===== config.mk =====
export PLATFORM = sky130hd
export DESIGN_NAME = sctl_slave
export DESIGN_NICKNAME = d
export VERILOG_FILES = /design/src/rtl/sctl_pkg.sv /design/src/rtl/sctl_sync.sv /design/src/rtl/sctl_frame.sv /design/src/rtl/sctl_regfile.sv /design/src/rtl/sctl_slave.sv
export SDC_FILE = /design/constraint.sdc
export NUM_CORES = 1
export LEC_CHECK = 0
export BUFFER_PORTS_ARGS = -buffer_cell sky130_fd_sc_hd__buf_2
export CAP_MARGIN = 20
export CORE_MARGIN = 4
export CORE_UTILIZATION = 48
export DETAILED_ROUTE_END_ITERATION = 10
export HOLD_SLACK_MARGIN = 0.1
export PLACE_DENSITY = 0.7
export SLEW_MARGIN = 30
export SYNTH_ARGS = -nofsm -noshare
export SYNTH_HDL_FRONTEND = slang
export SYNTH_HIERARCHICAL = 1
export SYNTH_SLANG_ARGS = --single-unit

===== constraint.sdc =====
create_clock -name clk -period 1.7 [get_ports clk]
set_clock_uncertainty 0.15 [all_clocks]
set_input_delay 0 -clock clk [delete_from_list [all_inputs] [get_ports clk]]
set_output_delay 0 -clock clk [all_outputs]
set_load 0.03 [all_outputs]

===== src/rtl/sctl_pkg.sv =====
package sctl_pkg;
   localparam int unsigned SCTL_DEV_W   = 3;
   localparam int unsigned SCTL_ADDR_W  = 5;
   localparam int unsigned SCTL_DATA_W  = 16;
   localparam logic [31:0] SCTL_CHIP_ID = 32'h10B9825D;

   function automatic int unsigned sctl_hdr_bits(input int unsigned dev_w, input int unsigned addr_w);
      return dev_w + 1 + addr_w;
   endfunction
endpackage


===== src/rtl/sctl_sync.sv =====
module sctl_sync #(
   parameter int unsigned W       = 3,
   parameter int unsigned STAGES  = 2,
   parameter logic [W-1:0] RST_VAL = '0
) (
   input  logic         clk,
   input  logic         rst_n,
   input  logic [W-1:0] d_i,
   output logic [W-1:0] q_o
);
   generate
      if (STAGES < 2) begin : g_bad_stages
         $error("sctl_sync: STAGES must be at least 2");
      end
   endgenerate

   logic [W-1:0] chain_q [STAGES];

   always_ff @(posedge clk or negedge rst_n) begin
      if (!rst_n) chain_q[0] <= RST_VAL;
      else        chain_q[0] <= d_i;
   end

   generate
      for (genvar s = 1; s < STAGES; s++) begin : g_stage
         always_ff @(posedge clk or negedge rst_n) begin
            if (!rst_n) chain_q[s] <= RST_VAL;
            else        chain_q[s] <= chain_q[s-1];
         end
      end
   endgenerate

   assign q_o = chain_q[STAGES-1];
endmodule


===== src/rtl/sctl_frame.sv =====
module sctl_frame #(
   parameter int unsigned DEV_W  = 3,
   parameter int unsigned AW     = 5,
   parameter int unsigned DW     = 16,
   parameter logic [DEV_W-1:0] DEV_ID = 3'b101
) (
   input  logic          clk,
   input  logic          rst_n,
   input  logic          s_clk,
   input  logic          s_en_n,
   input  logic          s_din,
   input  logic [DW-1:0] rd_data_i,
   output logic [AW-1:0] rd_addr_o,
   output logic          wr_stb_o,
   output logic [AW-1:0] wr_addr_o,
   output logic [DW-1:0] wr_data_o,
   output logic          dat_o,
   output logic          dat_oe_o
);
   localparam int unsigned HDR   = sctl_pkg::sctl_hdr_bits(DEV_W, AW);
   localparam int unsigned FRAME = HDR + DW;
   localparam int unsigned CW    = $clog2(FRAME + 2);
   localparam logic [CW-1:0] HDR_C   = CW'(HDR);
   localparam logic [CW-1:0] FRAME_C = CW'(FRAME);

   generate
      if (DW < 2) begin : g_bad_dw
         $error("sctl_frame: DW must be at least 2");
      end
   endgenerate

   logic          clk_q, en_q;
   logic [HDR-1:0] hdr_q;
   logic [DW-1:0] wsh_q, tx_q, wr_data_q;
   logic [AW-1:0] wr_addr_q;
   logic [CW-1:0] cnt_q;
   logic          bit_q, oe_q, pend_q, wr_stb_q;

   wire rise    = s_clk & ~clk_q;
   wire fall    = ~s_clk & clk_q;
   wire en_rise = s_en_n & ~en_q;

   wire [DEV_W-1:0] hdr_dev = hdr_q[HDR-1 -: DEV_W];
   wire             hdr_rw  = hdr_q[AW];
   wire [AW-1:0]    hdr_adr = hdr_q[AW-1:0];
   wire             dev_hit = (hdr_dev == DEV_ID);

   always_ff @(posedge clk or negedge rst_n) begin
      if (!rst_n) begin
         clk_q <= 1'b0;
         en_q  <= 1'b1;
      end else begin
         clk_q <= s_clk;
         en_q  <= s_en_n;
      end
   end

   always_ff @(posedge clk or negedge rst_n) begin
      if (!rst_n) begin
         hdr_q     <= '0;
         wsh_q     <= '0;
         tx_q      <= '0;
         wr_data_q <= '0;
         wr_addr_q <= '0;
         cnt_q     <= '0;
         bit_q     <= 1'b0;
         oe_q      <= 1'b0;
         pend_q    <= 1'b0;
         wr_stb_q  <= 1'b0;
      end else begin
         wr_stb_q <= 1'b0;
         if (pend_q && fall) begin
            wr_stb_q <= 1'b1;
            pend_q   <= 1'b0;
         end
         if (en_rise) begin
            oe_q  <= 1'b0;
            cnt_q <= '0;
            if (cnt_q == FRAME_C && dev_hit && !hdr_rw) begin
               pend_q    <= 1'b1;
               wr_addr_q <= hdr_adr;
               wr_data_q <= wsh_q;
            end
         end else if (!s_en_n && rise) begin
            if (cnt_q <= FRAME_C) cnt_q <= cnt_q + 1'b1;
            if (cnt_q < HDR_C)        hdr_q <= {hdr_q[HDR-2:0], s_din};
            else if (cnt_q < FRAME_C) wsh_q <= {wsh_q[DW-2:0], s_din};
            if (cnt_q == HDR_C && dev_hit && hdr_rw) begin
               oe_q  <= 1'b1;
               bit_q <= rd_data_i[DW-1];
               tx_q  <= {rd_data_i[DW-2:0], 1'b0};
            end else if (cnt_q > HDR_C && cnt_q < FRAME_C) begin
               bit_q <= tx_q[DW-1];
               tx_q  <= {tx_q[DW-2:0], 1'b0};
            end
         end
      end
   end

   assign rd_addr_o = hdr_adr;
   assign wr_stb_o  = wr_stb_q;
   assign wr_addr_o = wr_addr_q;
   assign wr_data_o = wr_data_q;
   assign dat_o     = bit_q;
   assign dat_oe_o  = oe_q;

   // nothing is driven while the header is still arriving
   a_r4_quiet_header: assert property (@(posedge clk) disable iff (!rst_n)
      oe_q |-> (cnt_q > HDR_C));
   // enable rise releases the line
   a_r5_release: assert property (@(posedge clk) disable iff (!rst_n)
      en_rise |=> !oe_q);
   // only a read aimed at this device drives
   a_r2_dev_gate: assert property (@(posedge clk) disable iff (!rst_n)
      oe_q |-> (dev_hit && hdr_rw));
   // commits only follow a serial clock fall
   a_r3_commit_on_fall: assert property (@(posedge clk) disable iff (!rst_n)
      wr_stb_q |-> $past(fall));
endmodule


===== src/rtl/sctl_regfile.sv =====
module sctl_regfile #(
   parameter int unsigned AW        = 5,
   parameter int unsigned DW        = 16,
   parameter int unsigned LEVEL_W   = 7,
   parameter int unsigned CFG_BASE  = 4,
   parameter int unsigned CFG_COUNT = 4,
   parameter int unsigned STAT_ADDR = 3,
   parameter int unsigned ID_LO     = 30,
   parameter int unsigned ID_HI     = 31,
   parameter logic [2*DW-1:0] CHIP_ID = sctl_pkg::SCTL_CHIP_ID
) (
   input  logic                    clk,
   input  logic                    rst_n,
   input  logic                    wr_stb_i,
   input  logic [AW-1:0]           wr_addr_i,
   input  logic [DW-1:0]           wr_data_i,
   input  logic [AW-1:0]           rd_addr_i,
   input  logic [LEVEL_W-1:0]      level_i,
   output logic [DW-1:0]           rd_data_o,
   output logic [CFG_COUNT*DW-1:0] cfg_bank_o
);
   localparam int unsigned CFG_LAST = CFG_BASE + CFG_COUNT - 1;

   generate
      if (CFG_LAST >= (1 << AW)) begin : g_bad_range
         $error("sctl_regfile: configuration range exceeds address space");
      end
      if (LEVEL_W > DW) begin : g_bad_level
         $error("sctl_regfile: status field wider than data word");
      end
   endgenerate

   wire wr_in_range = (wr_addr_i >= AW'(CFG_BASE)) && (wr_addr_i <= AW'(CFG_LAST));

   generate
      for (genvar i = 0; i < CFG_COUNT; i++) begin : g_cfg
         logic [DW-1:0] word_q;
         always_ff @(posedge clk or negedge rst_n) begin
            if (!rst_n)                                        word_q <= '0;
            else if (wr_stb_i && wr_addr_i == AW'(CFG_BASE + i)) word_q <= wr_data_i;
         end
         assign cfg_bank_o[i*DW +: DW] = word_q;

         // a strobe to this index leaves the strobed data in the word
         a_r1_word_lands: assert property (@(posedge clk) disable iff (!rst_n)
            (wr_stb_i && wr_addr_i == AW'(CFG_BASE + i)) |=> (word_q == $past(wr_data_i)));
      end
   endgenerate

   always_comb begin
      rd_data_o = '0;
      if (rd_addr_i == AW'(STAT_ADDR))  rd_data_o[LEVEL_W-1:0] = level_i;
      else if (rd_addr_i == AW'(ID_LO)) rd_data_o = CHIP_ID[DW-1:0];
      else if (rd_addr_i == AW'(ID_HI)) rd_data_o = CHIP_ID[2*DW-1:DW];
   end

   // a strobe outside the writable range changes nothing
   a_r8_ro_write_ignored: assert property (@(posedge clk) disable iff (!rst_n)
      (wr_stb_i && !wr_in_range) |=> $stable(cfg_bank_o));
   // without a strobe the bank holds
   a_r10_hold_without_strobe: assert property (@(posedge clk) disable iff (!rst_n)
      !wr_stb_i |=> $stable(cfg_bank_o));
endmodule


===== src/rtl/sctl_slave.sv =====
module sctl_slave #(
   parameter int unsigned DEV_W       = sctl_pkg::SCTL_DEV_W,
   parameter int unsigned AW          = sctl_pkg::SCTL_ADDR_W,
   parameter int unsigned DW          = sctl_pkg::SCTL_DATA_W,
   parameter logic [DEV_W-1:0] DEV_ID = 3'b101,
   parameter int unsigned SYNC_STAGES = 2,
   parameter int unsigned LEVEL_W     = 7,
   parameter int unsigned CFG_BASE    = 4,
   parameter int unsigned CFG_COUNT   = 4,
   parameter int unsigned STAT_ADDR   = 3,
   parameter int unsigned ID_LO       = 30,
   parameter int unsigned ID_HI       = 31
) (
   input  logic                    clk,
   input  logic                    rst_n,
   input  logic                    ser_clk_i,
   input  logic                    ser_en_n_i,
   input  logic                    ser_dat_i,
   output logic                    ser_dat_o,
   output logic                    ser_dat_oe,
   input  logic [LEVEL_W-1:0]      level_i,
   output logic [CFG_COUNT*DW-1:0] cfg_bank_o
);
   logic [2:0]    sync_q;
   logic [DW-1:0] rd_data;
   logic [AW-1:0] rd_addr, wr_addr;
   logic [DW-1:0] wr_data;
   logic          wr_stb;

   sctl_sync #(.W(3), .STAGES(SYNC_STAGES), .RST_VAL(3'b010)) u_sync (
      .clk   (clk),
      .rst_n (rst_n),
      .d_i   ({ser_clk_i, ser_en_n_i, ser_dat_i}),
      .q_o   (sync_q)
   );

   sctl_frame #(.DEV_W(DEV_W), .AW(AW), .DW(DW), .DEV_ID(DEV_ID)) u_frame (
      .clk       (clk),
      .rst_n     (rst_n),
      .s_clk     (sync_q[2]),
      .s_en_n    (sync_q[1]),
      .s_din     (sync_q[0]),
      .rd_data_i (rd_data),
      .rd_addr_o (rd_addr),
      .wr_stb_o  (wr_stb),
      .wr_addr_o (wr_addr),
      .wr_data_o (wr_data),
      .dat_o     (ser_dat_o),
      .dat_oe_o  (ser_dat_oe)
   );

   sctl_regfile #(
      .AW(AW), .DW(DW), .LEVEL_W(LEVEL_W), .CFG_BASE(CFG_BASE), .CFG_COUNT(CFG_COUNT),
      .STAT_ADDR(STAT_ADDR), .ID_LO(ID_LO), .ID_HI(ID_HI)
   ) u_regs (
      .clk        (clk),
      .rst_n      (rst_n),
      .wr_stb_i   (wr_stb),
      .wr_addr_i  (wr_addr),
      .wr_data_i  (wr_data),
      .rd_addr_i  (rd_addr),
      .level_i    (level_i),
      .rd_data_o  (rd_data),
      .cfg_bank_o (cfg_bank_o)
   );

   // reset leaves the line undriven
   a_r9_reset_quiet: assert property (@(posedge clk) $rose(rst_n) |-> !ser_dat_oe);
endmodule


# After elaboration in Yosys (flattened, before gate mapping)
# Index checks and enable logic that the tools add are counted.
[totals]
in_bits = 12
rom_bits = 0
latchBits = 0
mem_bits_rw = 0
mem_count = 0
reg_bits = 143
elab_cells = 82
[classes]
shift = 0
muxes = 18
magnitude_cmp = 4
bitwise_logic = 8
div_mod_pow = 0
addsub = 1
n_reduce_logical = 23
n_mul = 0
n_eq_ne = 10
[ops]
columns = ["op", "count"]
rows = [
  ["$mux 16", 3],
  ["$eq 5x3->1 const B", 4],
  ["$eq 5x5->1 const B", 3],
  ["$mux 5", 3],
  ["$mux 13", 1],
  ["$logic_and 1x1->1", 11],
  ["$mux 1", 9],
  ["$mux 9", 1],
  ["$reduce_bool 2->1", 4],
  ["$mux 7", 1],
  ["$reduce_and 2->1", 3],
  ["$reduce_and 3->1", 2],
  ["$add 5x1->5 const B", 1],
  ["$eq 5x2->1 const B", 1],
  ["$eq 5x4->1 const B", 1],
  ["$gt 5x4->1 const B", 1],
  ["$le 5x5->1 const B", 1],
  ["$lt 5x4->1 const B", 1],
  ["$lt 5x5->1 const B", 1],
  ["$not 1->1", 5],
  ["$reduce_and 4->1", 1],
  ["$and 1x1->1", 3],
  ["$eq 3x3->1 const B", 1],
  ["$logic_not 1->1", 2],
]

# Depth between registers and ports, before layout
[logic_depth]
depth_word = 6
depth_mapped = 8
mapped_depth_nobuf = 6

# Hierarchy
# Netlist, hierarchy kept.
[modules_own_cells]
columns = ["module", "cells_per_inst", "area_per_inst_um2", "n_inst"]
rows = [
  ["sctl_frame", 297, 3469.6, 1],
  ["sctl_regfile", 170, 2666.3, 1],
  ["sctl_sync", 9, 175.2, 1],
]

# Worst setup path before layout
# OpenSTA, ideal clock, no wires.
[synth_path]
path_type = "register to register"
startpoint = "reg u_frame.cnt_q[1]"
endpoint = "reg u_frame.tx_q[10]"
t_required_ps = 1449
arrival_ps = 1674
setup_ps = 101
stages_incl_launch_ff = 9
path_slack_ps = -224
cell_sequence = "dfrtp_1 inv_1 ha_1 o21ba_2 o21a_1 buf_4 clkbuf_1 nor4_1 nor4_1"
[synth_via]
elab_chain_cells = 5
elab_cells_between_ends = 9
cone_classes = "order compare (2); eq/ne (1); mux (1); reduce/logical (5)"
[synth_lines]
columns = ["element", "line_no", "source"]
rows = [
  ["start: declaration", "sctl_frame.sv:36", "logic [CW-1:0] cnt_q;"],
  ["start signal: assignment", "sctl_frame.sv:85", "if (cnt_q <= FRAME_C) cnt_q <= cnt_q + 1'b1;"],
  ["branches (longest 5 deep; another with $gt 5x4->1)", "n/a", ""],
  ["end signal: assignment", "sctl_frame.sv:91", "tx_q <= {rd_data_i[DW-2:0], 1'b0};"],
  ["end signal: assignment", "sctl_frame.sv:94", "tx_q <= {tx_q[DW-2:0], 1'b0};"],
  ["end: declaration", "sctl_frame.sv:34", "logic [DW-1:0] wsh_q, tx_q, wr_data_q;"],
]
# Parallel ways; which one is timed is not known.
# A chain may end at the register's enable or synchronous reset.

# Final worst setup path
[layout_path]
startpoint = "reg u_frame.cnt_q[0]"
endpoint = "reg u_frame.tx_q[11]"
# The elaborated chain is that of the path after synthesis.

==> run summary <==
STA
-----------------------------------------------------------------------------------------
Timing-limited maximum frequency                                                0.520 GHz
Worst-case setup margin in the final layout                                     -0.224 ns
Unrepaired setup endpoints after global routing                                       yes
Setup violations, final                                                                83
Max Transition Viols Final                                                              0
Tmin final                                                                        1.92 ns
Final clock period utilization by the worst path                                     113%
Hold Vio Cnt, Final                                                                     0

CLOCK NETWORK
-----------------------------------------------------------------------------------------
Root cell of the clock tree                                                     clkbuf_16
Num CTS Buffers                                                                        17
Worst-Skew Late Latency                                                           0.42 ns
Clk slew on worst S/H paths                                                       0.06 ns
Total clock sinks                                                                     142
Max H-tree Level                                                                        4
TritonCTS clock tree                                                                 done
Largest buffer count on any clock path                                                  2

WORST SETUP PATH
-----------------------------------------------------------------------------------------
Start of the worst register-to-register path                                 u_frame/cnt_q[0]$_DFFE_PN0P_
Origin of the worst setup path                                               u_frame/cnt_q[0]$_DFFE_PN0P_
Kind of cell adding the most delay to the critical path                      simple AND/OR/NAND/NOR gates
Slack of the worst reg-to-reg path                                               -0.22 ns
Maximum single-stage delay on the critical path                                   0.44 ns
Number of buffer and inverter stages on the critical path                               2
Capturing element type of the critical path                                          flop
Data required time at the worst endpoint                                          1.86 ns
Cell breakdown of the critical path                                          ha_4, and4b_2, buf_6, nand4_4, clkbuf_16, o22ai_1, nor4_1
Data arrival time at the worst-slack endpoint                                     2.09 ns
Max stage delay cell, worst path                                                  dfrtp_2
CP Class                                                                     flop to flop
Critical Path Source Type                                                            flop
Maximum fanout count along the critical path                                            7

SYNTHESIS
-----------------------------------------------------------------------------------------
Synthesized area per cell                                                       13.3 um^2
Ranking of synthesized cells by area                                         dfrtp_1 (55%), mux2_2 (16%), mux2_4 (4.8%)
Proportion of register bits with asynchronous set or reset after synthesis           100%
Area share of the largest cell type after synthesis                                 55.1%
Leading post-synthesis cells by instance count                               dfrtp_1 (139), mux2_2 (90), nor2_1 (34), nor4_1 (30), mux2_4 (20)
Ys Warns                                                                                6
Xor and xnor area share after synthesis                                                0%
Cells after synthesis                                                                 476
Area share of fa/ha/maj cells after synthesis                                      0.397%
Largest family of logic cells by synthesized area                            multiplexers
Mux share of post-synthesis cell area                                               21.3%
Compound-Gate Fraction of Synth Area                                                5.89%
Yosys reg bits                                                                        142
Synthesized area                                                             0.00631 mm^2
Largest area contributor in the synthesized netlist                               dfrtp_1
Count of flip-flops with a built-in enable after synthesis                              0
Post-synth cell types                                                                  46
Most used flip-flop cell after synthesis                                          dfrtp_1
Sequential share of the synthesized area                                            56.4%
Cell with the most instances after synthesis                                      dfrtp_1
Post-synthesis share of cell area spent on and, or, nand and nor gates              10.6%

FINAL LAYOUT
-----------------------------------------------------------------------------------------
Filler cell count                                                                     940
Antenna diode instance count                                                            0
Area growth from synthesis to final layout                                          34.4%
Post-layout net count                                                                 614
Combined flip-flop and latch cell area                                       0.00356 mm^2
Area of all placed cells without fillers                                     0.00848 mm^2
Non-filler instance count after layout                                                785
Share of final-layout standard cells stronger than drive strength 1                 53.8%
Multi-input gate area                                                        0.00281 mm^2

POWER
-----------------------------------------------------------------------------------------
Largest voltage drop on the vdd net                                              0.581 mV
Clock share of power                                                                49.5%
Gate power share                                                                     6.8%
Pint                                                                            0.00639 W
Total power per unit cell area                                                974 mW/mm^2
Portion of total power attributed to sequential cells                               43.7%
Switching Power                                                                 0.00188 W
Switching Share                                                                     22.7%
Leakage power of the design                                                       4.38 nW

FLOORPLANNING
-----------------------------------------------------------------------------------------
Number of standard-cell rows in the floorplan                                          41
Die Area                                                                      0.0150 mm^2
Area of the core                                                              0.0127 mm^2
Effective utilization at floorplan                                                  49.6%
Y dimension of the die                                                             123 um
Die extent in x                                                                    123 um
Top-level I/O count                                                                    78

ROUTE
-----------------------------------------------------------------------------------------
Post-DR wirelength/cell                                                           18.9 um
Via density per instance                                                             5.51
Remaining antenna violation count after routing                                         0
# DRC                                                                                   0
Post-Route WL                                                                     14.8 mm
Via total after detailed routing                                                    4,323
Total iterations of the first detailed-routing run                                      4
DRC marker count from the first detailed-route iteration                              218

PLACEMENT
-----------------------------------------------------------------------------------------
Buffers on Ports                                                                       77
Gpl congestion                                                                      0.795
Total placed cells including tap cells                                                722
DP HPWL                                                                           8.75 mm
Total cell area at the placement stage                                       0.00713 mm^2

GLOBAL ROUTE
-----------------------------------------------------------------------------------------
Overflow left after global routing                                                      0
First-pass GRT wire length                                                        24.1 mm
GRT Overall Usage                                                                   20.9%
Number of antenna violations at the first check in global routing                       0
Number of global-route vias before repair                                           4,581
Largest net degree at the start of global routing                                      48

MIN PATH
-----------------------------------------------------------------------------------------
Worst Hold Class                                                             flop to flop
Hold path startpoint                                                         u_sync/chain_q[5]$_DFF_PN0_

FLOW RUN
-----------------------------------------------------------------------------------------
Max-cap violations                                                                      0

OUTCOME
-----------------------------------------------------------------------------------------
Run status                                                                   complete, but fails checks
Violations in the final reports                                              negative setup slack

[cells by family after synthesis]
group | after synthesis
buffers and inverters | 48
other | 1
flip-flops | 142
AO/OA/AOI/OAI | 52
adder cells (fa/ha/maj) | 2
AND/OR/NAND/NOR | 118
multiplexers | 113
[layout by cell type (no fill, tap or decap), types with 2 or more instances in the layout]
cell and count:
clkinv_4 3, dfrtp_1 137, o22ai_4 2, nand3b_4 2, buf_6 10, dfstp_2 3
mux2i_1 3, clkinv_2 2, dlygate4sd3_1 15, conb_1 5, o21a_1 15, o22ai_2 5
o21ai_0 6, bufinv_16 5, nor4_2 19, nor4_1 11, buf_12 13, or3b_4 2
buf_16 2, buf_2 76, nor2_1 34, clkbuf_16 20, and3_4 3, dfrtp_2 2
o22ai_1 8, mux2_4 32, nor3_1 16, a21oi_1 2, nor2b_1 2, inv_1 5
buf_4 24, nand2_1 14, inv_6 3, o31ai_4 2, a21oi_4 4, mux2_2 78
[state kept, by name, summed over array words and instances, names as in the netlist]
name and flops:
u_frame/cnt_q 5, u_frame/wr_addr_o 5, u_sync/chain_q 3, u_frame/wr_stb_o 1, u_regs/g_cfg.word_q 64, u_frame/en_q 1, u_sync/q_o 3, u_frame/dat_o 1
u_frame/hdr_q 9, u_frame/clk_q 1, u_frame/tx_q 15, u_frame/dat_oe_o 1, u_frame/wr_data_o 16, u_frame/wsh_q 16, u_frame/pend_q 1
[worst reg2reg max path, delay by kind of cell (launching register included)]
kind	cells	cell delay [ns]
compound gates	1	0.08
flops	1	0.44
fa+ha+maj	1	0.17
buf+inv	2	0.31
simple gates	3	0.66
[power groups by stage]
stage	sequential, W	clock (W)	combinational (W)
2_1_floorplan	0.00362	0	0.000343
3_3_place_gp	0.00364	0	0.000469
3_5_place_dp	0.00365	0	0.000484
4_1_cts	0.00360	0.00416	0.000533
5_1_grt	0.00362	0.00434	0.000618
6_report	0.00361	0.00409	0.000562
[cell type report]
class	count	area share [%]
clock buffer	17	5.01
clock inverter	15	2.73
inverter	5	0.221
multi-input combinational	290	33.1
sequential	142	42.0
tap	172	2.54
timing repair buffer	144	14.5
[metrics by stage]
step	power (W)	hold WS, ns	worst slack [ns]	util, %	setup TNS [ns]
2_1_floorplan	0.00396	-0.446	-0.169	-	-4.09
3_3_place_gp	0.00411	-0.187	-0.125	56.0	-5.48
3_5_place_dp	0.00413	-0.187	-0.182	56.0	-8.18
4_1_cts	0.00829	0.201	-0.176	64.6	-8.01
5_1_grt	0.00858	0.206	-0.289	66.7	-14.69
6_report	0.00827	0.198	-0.224	66.7	-9.81
[metal layers]
layer | vias up | global-route usage [%] | part of all wire, %
met3 | 34 | 5.39 | 4.7
met2 | 121 | 34.0 | 50
met4 | 0 | 9.45 | 2.6
li1 | 1961 | - | -
met1 | 2207 | 26.2 | 42
met5 | - | 0 | 0
[what timing repair did]
action                                 CTS  global route
hold buffers                            15             0
gates resized for setup                 37            28
pin swaps                               12            18
setup endpoints to repair               97           114
setup buffers                            5             5
endpoints found under the hold margin  152             0
cloned                                   4             4
[path summary, 6_finish.rpt]
path | endpoint | depth (start not counted)
max in group asynchronous | u_sync/q_o[0]$_DFF_PN0_ | 4
worst max register to register | u_frame/tx_q[11]$_DFFE_PN0P_ | 7
worst max-delay path | u_frame/tx_q[11]$_DFFE_PN0P_ | 7
worst min register to register | u_sync/q_o[2]$_DFF_PN0_ | 0
min in group asynchronous | u_regs/g_cfg[3].word_q[2]$_DFFE_PN0P_ | 3
worst min-delay path | u_sync/q_o[2]$_DFF_PN0_ | 0
Note: power is estimated with default switching activity, not from simulation.
